==> src/rtl/xor_matrix_rng.sv <==
module xor_matrix_rng #(
  parameter int unsigned W = 6,
  parameter logic [W-1:0] DFLT_SEED = 6'b000001,
  parameter logic [W*W-1:0] TAPS = {
    6'b011001,
    6'b100001,
    6'b010001,
    6'b001010,
    6'b100110,
    6'b000110
  }
) (
  input  logic         clk,
  input  logic         rst,
  input  logic         step_en,
  input  logic         seed_load,
  input  logic [W-1:0] seed_in,
  output logic [W-1:0] rnd_out
);

  logic [W-1:0] st_q;
  logic [W-1:0] st_nxt;
  logic [W-1:0] seed_fix;

  genvar gi;
  generate
    for (gi = 0; gi < W; gi++) begin : g_row
      assign st_nxt[gi] = ^(st_q & TAPS[gi*W +: W]);
    end
  endgenerate

  assign seed_fix = (seed_in == '0) ? DFLT_SEED : seed_in;

  always_ff @(posedge clk) begin
    if (rst)            st_q <= DFLT_SEED;
    else if (seed_load) st_q <= seed_fix;
    else if (step_en)   st_q <= st_nxt;
  end

  assign rnd_out = st_q;

  a_r1_reset_seed: assert property (@(posedge clk)
    rst |=> rnd_out == DFLT_SEED);

  a_r2_step_bit0: assert property (@(posedge clk) disable iff (rst)
    (step_en && !seed_load) |=> rnd_out[0] == ($past(rnd_out[1]) ^ $past(rnd_out[2])));

  a_r2_step_bit5: assert property (@(posedge clk) disable iff (rst)
    (step_en && !seed_load) |=> rnd_out[5] == ($past(rnd_out[0]) ^ $past(rnd_out[3]) ^ $past(rnd_out[4])));

  a_r3_load_seed: assert property (@(posedge clk) disable iff (rst)
    (seed_load && seed_in != '0) |=> rnd_out == $past(seed_in));

  a_r4_zero_seed: assert property (@(posedge clk) disable iff (rst)
    (seed_load && seed_in == '0) |=> rnd_out == DFLT_SEED);

  a_r5_hold: assert property (@(posedge clk) disable iff (rst)
    (!step_en && !seed_load) |=> $stable(rnd_out));

  a_r7_never_zero: assert property (@(posedge clk) disable iff (rst)
    1'b1 |=> rnd_out != '0);

endmodule

==> config.mk <==
export PLATFORM = sky130hd
export DESIGN_NAME = xor_matrix_rng
export DESIGN_NICKNAME = d
export VERILOG_FILES = /design/src/rtl/xor_matrix_rng.sv
export SDC_FILE = /design/constraint.sdc
export NUM_CORES = 1
export LEC_CHECK = 0
export BUFFER_PORTS_ARGS = -buffer_cell sky130_fd_sc_hd__buf_4
export CORE_AREA = 4 4 41 43
export CTS_CLUSTER_DIAMETER = 80
export CTS_CLUSTER_SIZE = 30
export DETAILED_ROUTE_END_ITERATION = 10
export DIE_AREA = 0 0 45 47
export PLACE_DENSITY = 0.51
export RECOVER_POWER = 25
export REMOVE_ABC_BUFFERS = 1
export SLEW_MARGIN = 20
export SYNTH_ARGS = -nofsm -noshare
export SYNTH_HDL_FRONTEND = slang
export SYNTH_SLANG_ARGS = --single-unit
==> constraint.sdc <==
create_clock -name clk -period 1.3 [get_ports clk]
set_input_delay 0.13 -clock clk [delete_from_list [all_inputs] [get_ports clk]]
set_output_delay 0.13 -clock clk [all_outputs]
set_load 0.03 [all_outputs]
==> results by group, run 1 <==
Outcome
  – Status: completed

Synthesis
  – Biggest area consumer among synthesized cells: dfxtp_1
  – #FFs+latches synth: 6
  – Ranking of synthesized cells by area: dfxtp_1 (33%), xnor2_1 (9.6%), a21oi_1 (8.2%)
  – Netlist Area Pre-Place: roughly 370 sq um
  – Async SR Flop Fraction: 0%
  – Syn Area/Cell: between 8 and 9 sq um
  – Register area share after synthesis: between 30% and 40%
  – Synth cell types: 19
  – Warnings from Yosys: 0
  – Synth top area share: between 30% and 40%
  – Ys flop type: dfxtp_1
  – Number of flops mapped to enable cells by yosys: 0
  – Gate Count Post-Synth: 44

Worst hold path
  – Min-delay src: rst
  – HP Class: input pin to flop
  – WHS Path Cells: 2
  – Hold endpoint: rnd_out[2]

Layout
  – Leading cell types in the layout, fill and taps excluded: buf_4 (13), a21oi_1 (6), dfxtp_1 (6)
  – Post-layout util: a little under two fifths
  – Register area: 120 sq um
  – Largest register FFs: 6
  – Area grow syn2layout: 35.6%
  – Ratio of cells with drive above 1 in the final layout: between 20% and 30%
  – Multi-input logic area: roughly 230 sq um
  – Antenna Cells: 0
  – Commonest non-fill, non-tap cell in the layout: buf_4
  – Filler Cell Count: 139
  – Final net count: 72

Detailed routing
  – Via density: between 4 and 5
  – Number of DRC markers in iteration 0: 4
  – Antenna Violating Nets Remaining: 0
  – Drt first pass iters: 4
  – Drt wl/cell: around 12 um
  – # DRC: 0
  – Drt total wl: around 940 um
  – Via count: approximately 370

STA
  – Final period util: between 80% and 90%
  – Final setup TNS: 0 ns
  – Final hold slack: roughly 0.11 ns
  – Final min period: around 1.1 ns
  – Least-Margin Pin Slew: around 0.36 ns
  – F_max: roughly 0.92 GHz
  – Max-slew headroom: between 70 and 80%
  – Setup violators final: 0
  – Unrepaired setup endpoints after global routing: false
  – Final Max Tran Viols: 0
  – Skew final: 0.00290 ns
  – Final setup margin: roughly 0.22 ns
  – Fin. Hold Viols: 0

Worst setup path
  – Cell Chain, Critical Path: clkbuf_1
  – Worst r2r src: rnd_out[5]
  – Critical path peak fanout: 4
  – Worst path required time: 1.17 ns
  – Crit path buf inv count: 1
  – Crit Path Class: flop to primary output
  – Crit path DAT: approximately 0.95 ns
  – CP max-delay cell: dfxtp_1
  – R2R Setup Slk: 0.22 ns
  – Reg2Reg Capture Point: rnd_out[1]
  – CP endpoint kind: primary output
  – Top delay family on crit path: flip-flops
  – CP Launch Type: flop
  – Max incr delay on CP: about 0.39 ns
  – R2R depth: 3

Clock tree
  – Post-cts gate resize count: 0
  – Post-CTS Setup Repair Bufs: 0
  – Skew-Pair Late Insertion Delay: around 0.24 ns
  – CTS Buffer Depth: 2
  – CTS clk-pin slew, worst paths: around 0.04 ns
  – CTS sink count: 6
  – TritonCTS clock tree: built
  – Root buf cell: clkbuf_4
  – Number of H-tree levels: 1
  – Num CTS Buffers: 3
  – Hold-fix buffers, CTS: 0

Floorplanning
  – DIE WIDTH: ~45 um
  – Core area: ~0.0013 sq mm
  – Die area: approximately 0.0021 sq mm
  – Starting Density: about 28%
  – Row count: 13
  – DIE HEIGHT: roughly 47 um
  – Io pins: 16

Global routing
  – Vias in the first global route: ~330
  – Gr ovfl total: 0
  – Largest net degree at the start of global routing: 15
  – First-pass GRT wire length: approximately 1.5 mm
  – GRT Overall Usage: ~10%
  – Initial antenna violation count: 0

Place
  – Final GP Congestion: between 0.6 and 0.7
  – Post-Place Worst Slack: around 0.24 ns
  – Dpl hpwl: slightly below 700 um
  – Buffers on Ports: 15

Power and ir drop
  – Max VDD drop: between 600 and 700 uV
  – Pwr Density: approximately 1100 mW/mm^2
  – P_leak: roughly 0.21 nW
  – Final Power: approximately 0.00055 W

Job
  – Max-cap viol count: 0
worst max path at each step:
stage	cells after the start	startpoint	slack, ns	endpoint
detailed placement	3	rnd_out[5]	0.24	rnd_out[1]
global placement	3	rnd_out[5]	0.25	rnd_out[1]
finish	1	rnd_out[0]	0.22	rnd_out[0]
CTS	3	rnd_out[5]	0.23	rnd_out[1]
floorplan	3	rnd_out[0]	0.12	rnd_out[3]
global route	3	rnd_out[5]	0.11	rnd_out[1]
area by class of cell:
class,instances,area share [%]
Tap cell,15,3.79
Multi-Input combinational cell,36,46.2
Timing Repair Buffer,15,21.2
Clock buffer,3,4.55
Sequential cell,6,24.2
per-stage QoR:
step	instances	instance area [sq um]
global route	75	495
floorplan	42	349
detailed placement	72	480
finish	75	495
CTS	75	503
global placement	72	480
metal layers:
layer	global-route usage, %	up-vias	share of wire [%]
met5	0	-	0
met4	3.51	0	0
met3	5.75	0	8.5
met2	13.3	18	37
met1	14.4	158	54
li1	-	189	-
kinds of logic after synthesis:
group	count (synthesis)	synth area share (%)
AND/OR/NAND/NOR	20	30.1
AO/OA/AOI/OAI	10	17.8
flip-flops	6	32.9
XOR/XNOR	5	12.0
buffers and inverters	2	4.45
multiplexers	1	2.74
power by group:
group | leakage [nW] | total (W) | internal (W) | switching (W)
clock network | 0.0138 | 0.000167 | 0.000104 | 0.0000627
logic | 0.145 | 0.000158 | 0.0000742 | 0.0000841
registers | 0.0499 | 0.000223 | 0.000201 | 0.0000217
Yosys cell counts, types with 2 or more instances:
master	instances
a211o_1	3
a21oi_1	6
dfxtp_1	6
nand2_1	5
nor2_1	5
nor2b_1	2
nor4_1	2
xnor2_1	4
Note: power is estimated with default switching activity, not from simulation.
==> inputs of run 2 (changes only) <==
==> constraint.sdc (replaced) <==
create_clock -name clk -period 1.07 [get_ports clk]
set_input_delay 0.107 -clock clk [delete_from_list [all_inputs] [get_ports clk]]
set_output_delay 0.107 -clock clk [all_outputs]
set_load 0.03 [all_outputs]
==> run 2 against run 1 <==
Sequential power increased by 22%; routed wire length down 4.1%; design area is 4.8% higher; clock skew hardly changed; setup slack got worse by 0.16 ns; critical path type is now flop to flop.
==> results by group, run 2 (synthesized netlist as in run 1, its figures left out) <==
Outcome
  – Status: completed (unchanged)

Worst setup path
  – Crit path buf inv count: 0 (was 1)
  – CP max-delay cell: dfxtp_1 (unchanged)
  – Top delay family on crit path: compound AO/OA/AOI/OAI gates (was flip-flops)
  – R2R depth: 3 (unchanged)
  – Crit path DAT: 1.18 ns (was 0.95 ns)
  – Max incr delay on CP: 0.41 ns (was 0.39 ns)
  – Crit path from: rnd_out[1] (was rnd_out[0])
  – Cell Chain, Critical Path: xnor2_1 > a211o_1 > a21oi_1 (was clkbuf_1)
  – R2R Setup Slk: 0.06 ns (was 0.22 ns)
  – Critical Path End: rnd_out[2] (was rnd_out[0])
  – Crit Path Class: flop to flop (was flop to primary output)
  – Worst path required time: 1.24 ns (was 1.17 ns)
  – Reg2Reg Capture Point: rnd_out[2] (was rnd_out[1])
  – CP endpoint kind: flop (was primary output)
  – CP Launch Type: flop (unchanged)
  – Worst r2r src: rnd_out[1] (was rnd_out[5])
  – Critical path peak fanout: 5 (was 4)
  – CP Depth: 3 (was 1)

Detailed routing
  – Via count: 367 (was 365)
  – Number of DRC markers in iteration 0: 3 (was 4)
  – Drt first pass iters: 4 (unchanged)
  – Drt wl/cell: 11.8 um (was 12.5 um)
  – # DRC: 0 (unchanged)
  – Via density: 4.83 (was 4.87)
  – Drt total wl: 898 um (was 936 um)
  – Antenna Violating Nets Remaining: 0 (unchanged)

STA
  – Max-slew headroom: 77.9% (was 75.8%)
  – Setup violators final: 0 (unchanged)
  – Fin. Hold Viols: 0 (unchanged)
  – Final setup margin: 0.0602 ns (was 0.218 ns)
  – Final min period: between 1 and 1.5 ns
  – F_max: 0.990 GHz
  – Final period util: a little over nine tenths
  – Final setup TNS: 0 ns (unchanged)
  – Least-Margin Pin Slew: 0.329 ns (was 0.364 ns)
  – Unrepaired setup endpoints after global routing: true (was false)
  – Final Max Tran Viols: 0 (unchanged)
  – Skew final: 0.00322 ns (was 0.00290 ns)

Place
  – Area after DPL: 488 sq um (was 480 sq um)
  – Final GP Congestion: 0.704 (was 0.689)
  – Buffers on Ports: 15 (unchanged)
  – Dpl hpwl: 688 um (was 693 um)
  – Post-Place Worst Slack: 0.0581 ns (was 0.235 ns)

Layout
  – Leading cell types in the layout, fill and taps excluded: buf_4 (15), a21oi_1 (6), nand2_1 (5), nor2_1 (5) (was buf_4 (13), a21oi_1 (6), dfxtp_1 (6))
  – Filler Cell Count: 147 (was 139)
  – Ratio of cells with drive above 1 in the final layout: 39.3% (was 28.3%)
  – Post-route design area: 519 sq um (was 495 sq um)
  – Final net count: 73 (was 72)
  – Antenna Cells: 0 (unchanged)
  – Post-layout util: 39.9% (was 38.1%)
  – Commonest non-fill, non-tap cell in the layout: buf_4 (unchanged)
  – Largest register FFs: 6 (unchanged)
  – Area grow syn2layout: 42.1% (was 35.6%)

Floorplanning
  – Starting Density: 28.1% (unchanged)
  – DIE HEIGHT: 47 um (unchanged)
  – Io pins: 16 (unchanged)
  – DIE WIDTH: 45 um (unchanged)
  – Core area: 0.00130 sq mm (unchanged)
  – Row count: 13 (unchanged)
  – Die area: 0.00212 sq mm (unchanged)

Global routing
  – First-pass GRT wire length: 1.37 mm (was 1.51 mm)
  – Vias in the first global route: 314 (was 332)
  – GR peak layer: met1 (unchanged)
  – GRT Overall Usage: 9.34% (was 10.4%)
  – Gr ovfl total: 0 (unchanged)
  – GR Util met3: 2.30% (was 5.75%)
  – GR Util met2: 11.9% (was 13.3%)
  – M1 GR Usage: 13.3% (was 14.4%)
  – Initial antenna violation count: 0 (unchanged)
  – Largest net degree at the start of global routing: 15 (unchanged)

Worst hold path
  – HP Class: input pin to flop (unchanged)
  – WHS Path Cells: 2 (unchanged)

Clock tree
  – Number of H-tree levels: 1 (unchanged)
  – Skew-Pair Late Insertion Delay: 0.24 ns (about the same)
  – Hold-fix buffers, CTS: 0 (unchanged)
  – CTS sink count: 6 (unchanged)
  – Root buf cell: clkbuf_4 (unchanged)
  – TritonCTS clock tree: built (unchanged)
  – CTS Buffer Depth: 2 (unchanged)
  – CTS clk-pin slew, worst paths: 0.05 ns (was 0.04 ns)
  – Num CTS Buffers: 3 (unchanged)

Power and ir drop
  – P_leak: 0.225 nW (was 0.209 nW)
  – Max VDD drop: 476 uV (was 653 uV)
  – Pwr Density: 1310 mW/mm^2 (was 1110 mW/mm^2)

Job
  – Max-cap viol count: 0 (unchanged)
-- run 2: changes by cell type in the layout (fill, tap and decap cells not counted), sizes merged --
cell	before	now
buf	13	15
clkbuf	5	4
-- run 2: area by class of cell --
class                   instances  area [sq um]  area share (%)
multi-input cells              36           236            45.5
flip-flops and latches          6           124            23.9
repair buffers                 16           118            22.7
clock buffers                   3          22.5            4.34
well taps                      15          18.8            3.61
-- run 2: how the worst min path moves through the flow --
stage,startpoint,to,slack (ns)
global placement,rst,rnd_out[2],0.34
CTS,rst,rnd_out[2],0.08
detailed placement,rst,rnd_out[4],0.34
global route,rst,rnd_out[3],0.09
floorplan,rst,rnd_out[2],0.18
finish,rst,rnd_out[2],0.09
-- run 2: repair_timing --
item,4_1_cts,5_1_grt
resized for setup,0,4
setup endpoints to repair,0,3
buffers inserted,0,0
-- run 2: worst register-to-register path, cell delays in order (launching register included) --
cell and delay [ns]:
dfxtp_1 0.41, xnor2_1 0.10, a211o_1 0.29, a21oi_1 0.14
-- run 2: layer usage --
layer	share of wire (%)	up-vias
met5	0	-
met4	0.45	0
met3	8.2	2
met2	41	14
met1	50	160
li1	-	191
-- run 2: where the power goes --
group	internal (W)	switching [W]	total [W]
sequential	0.000246	0.0000263	0.000273
combinational	0.000100	0.000104	0.000204
clock	0.000127	0.0000783	0.000205
-- run 2: stage by stage --
stage / hold WS (ns) / power, W / std cells
finish: 0.0862 / 0.000682 / 76
global route: 0.0864 / 0.000721 / 76
CTS: 0.0834 / 0.000689 / 76
detailed placement: 0.340 / 0.000476 / 73
global placement: 0.339 / 0.000477 / 73
floorplan: 0.176 / 0.000385 / 42
==> inputs of run 3 (changes only) <==
--- a/config.mk
+++ b/config.mk
@@ -11,7 +11,7 @@
 export CTS_CLUSTER_SIZE = 30
 export DETAILED_ROUTE_END_ITERATION = 10
 export DIE_AREA = 0 0 45 47
-export PLACE_DENSITY = 0.51
+export PLACE_DENSITY = 0.57
 export RECOVER_POWER = 25
 export REMOVE_ABC_BUFFERS = 1
 export SLEW_MARGIN = 20
==> run 3 against run 2 <==
Via count is 1.6% higher; clock power is 2% higher; setup slack better by 0.0089 ns; non-clock buffer count is 1 lower; critical endpoint unchanged; largest power group unchanged; highest routed layer unchanged.
==> results by group, run 3 (synthesized netlist as in run 1, its figures left out) <==
Floorplanning
  – DIE WIDTH: 45 um (unchanged)
  – Io pins: 16 (unchanged)
  – Starting Density: 28.1% (unchanged)
  – DIE HEIGHT: 47 um (unchanged)
  – Die area: 0.00212 sq mm (unchanged)
  – Row count: 13 (unchanged)
  – Core area: 0.00130 sq mm (unchanged)

STA
  – Unrepaired setup endpoints after global routing: false (was true)
  – F_max: 0.999 GHz (was 0.990 GHz)
  – Skew final: 0.00252 ns (was 0.00322 ns)
  – Final setup TNS: 0 ns (unchanged)
  – Least-Margin Pin Slew: 0.320 ns (was 0.329 ns)
  – Final Max Tran Viols: 0 (unchanged)
  – Final min period: 1.00 ns (was 1.01 ns)
  – Final hold slack: 0.0795 ns (was 0.0862 ns)
  – Max-slew headroom: 78.4% (was 77.9%)
  – Final period util: 93.5% (was 94.4%)
  – Fin. Hold Viols: 0 (unchanged)
  – Setup violators final: 0 (unchanged)

Place
  – Dpl hpwl: 674 um (was 688 um)
  – Buffers on Ports: 15 (unchanged)
  – Final GP Congestion: 0.728 (was 0.704)

Global routing
  – First-pass GRT wire length: 1.36 mm (was 1.37 mm)
  – GRT Overall Usage: 9.26% (was 9.34%)
  – Largest net degree at the start of global routing: 15 (unchanged)
  – Vias in the first global route: 319 (was 314)
  – Initial antenna violation count: 0 (unchanged)
  – Gr ovfl total: 0 (unchanged)

Detailed routing
  – Drt first pass iters: 2 (was 4)
  – # DRC: 0 (unchanged)
  – Drt wl/cell: 11.5 um (was 11.8 um)
  – Drt total wl: 863 um (was 898 um)
  – Antenna Violating Nets Remaining: 0 (unchanged)
  – Via density: 4.97 (was 4.83)
  – Via count: 373 (was 367)
  – Number of DRC markers in iteration 0: 3 (unchanged)

Clock tree
  – CTS Buffer Depth: 2 (unchanged)
  – Skew-Pair Late Insertion Delay: 0.25 ns (was 0.24 ns)
  – Num CTS Buffers: 3 (unchanged)
  – CTS clk-pin slew, worst paths: 0.05 ns (about the same)
  – Hold-fix buffers, CTS: 0 (unchanged)
  – TritonCTS clock tree: built (unchanged)
  – CTS sink count: 6 (unchanged)
  – Root buf cell: clkbuf_4 (unchanged)
  – Number of H-tree levels: 1 (unchanged)

Worst setup path
  – Crit path DAT: 1.18 ns (about the same)
  – Critical path peak fanout: 5 (unchanged)
  – CP endpoint kind: flop (unchanged)
  – CP Depth: 3 (unchanged)
  – Cell Chain, Critical Path: xnor2_1 > a211o_1 > a21oi_1 (unchanged)
  – Top delay family on crit path: flip-flops (was compound AO/OA/AOI/OAI gates)
  – Crit path buf inv count: 0 (unchanged)
  – R2R depth: 3 (unchanged)
  – CP max-delay cell: dfxtp_1 (unchanged)
  – Worst path required time: 1.25 ns (was 1.24 ns)
  – Crit Path Class: flop to flop (unchanged)
  – CP Launch Type: flop (unchanged)
  – Max incr delay on CP: 0.42 ns (was 0.41 ns)

Power and ir drop
  – Pwr Density: 1350 mW/mm^2 (was 1310 mW/mm^2)
  – P_leak: 0.214 nW (was 0.225 nW)
  – Max VDD drop: 542 uV (was 476 uV)

Worst hold path
  – HP Class: input pin to flop (unchanged)
  – WHS Path Cells: 2 (unchanged)

Layout
  – Largest register FFs: 6 (unchanged)
  – Area grow syn2layout: 36.6% (was 42.1%)
  – Ratio of cells with drive above 1 in the final layout: 33.3% (was 39.3%)
  – Commonest non-fill, non-tap cell in the layout: buf_4 (unchanged)
  – Antenna Cells: 0 (unchanged)
  – Final net count: 72 (was 73)
  – Leading cell types in the layout, fill and taps excluded: buf_4 (13), a21oi_1 (6), nand2_1 (5), nor2_1 (5), dfxtp_1 (5) (was buf_4 (15), a21oi_1 (6), nand2_1 (5), nor2_1 (5))

Job
  – Max-cap viol count: 0 (unchanged)

Outcome
  – Status: completed (unchanged)
[run 3: worst reg2reg max path, delay by kind of cell, from the launching register on]
kind / cells / cell delay, ns
AO/OA/AOI/OAI: 2 / 0.42
XOR/XNOR: 1 / 0.10
flip-flops: 1 / 0.42
[run 3: power by group]
group | internal [W] | total, W | switching, W
sequential | 0.000245 | 0.000270 | 0.0000255
combinational | 0.0000918 | 0.000192 | 0.000101
clock | 0.000127 | 0.000210 | 0.0000830
[run 3: routing by layer]
layer	track usage, %	vias to the layer above	wire [um]	part of all wire [%]
li1	-	188	-	-
met1	11.9	169	397	46
met2	11.9	14	372	43
met3	3.07	2	75	8.7
met4	8.77	0	17	2.0
met5	0	-	0	0
[run 3: worst paths after layout]
kind	start	end	slack, ns
worst max register to register	rnd_out[1]	rnd_out[2]	0.07
worst min register to register	rnd_out[4]	rnd_out[4]	0.63
worst min-delay path	rst	rnd_out[4]	0.08
worst max-delay path	rnd_out[1]	rnd_out[2]	0.07
[run 3: timing repair]
item                                    4_1_cts  5_1_grt
setup buffers                                 0        0
resized for setup                             0        1
endpoints found under the setup margin        0        1
[run 3: per-stage QoR]
stage | std cells | setup slack, ns | total power [W] | cell area, sq um | utilization [%]
final | 75 | 0.0691 | 0.000673 | 499 | 38.4
after global routing | 75 | 0.0129 | 0.000714 | 499 | 38.4
after CTS | 75 | 0.0325 | 0.000692 | 503 | 38.7
after detailed placement | 72 | 0.0506 | 0.000471 | 480 | 36.9
after global placement | 72 | 0.0231 | 0.000473 | 480 | 36.9
after floorplan | 42 | -0.107 | 0.000385 | 349 | -
[run 3: final cells by class]
type	instances	area [sq um]
Fill cell	155	802
Multi-Input combinational cell	36	229
Sequential cell	6	121
Timing Repair Buffer	15	108
Clock buffer	3	22.5
Tap cell	15	18.8
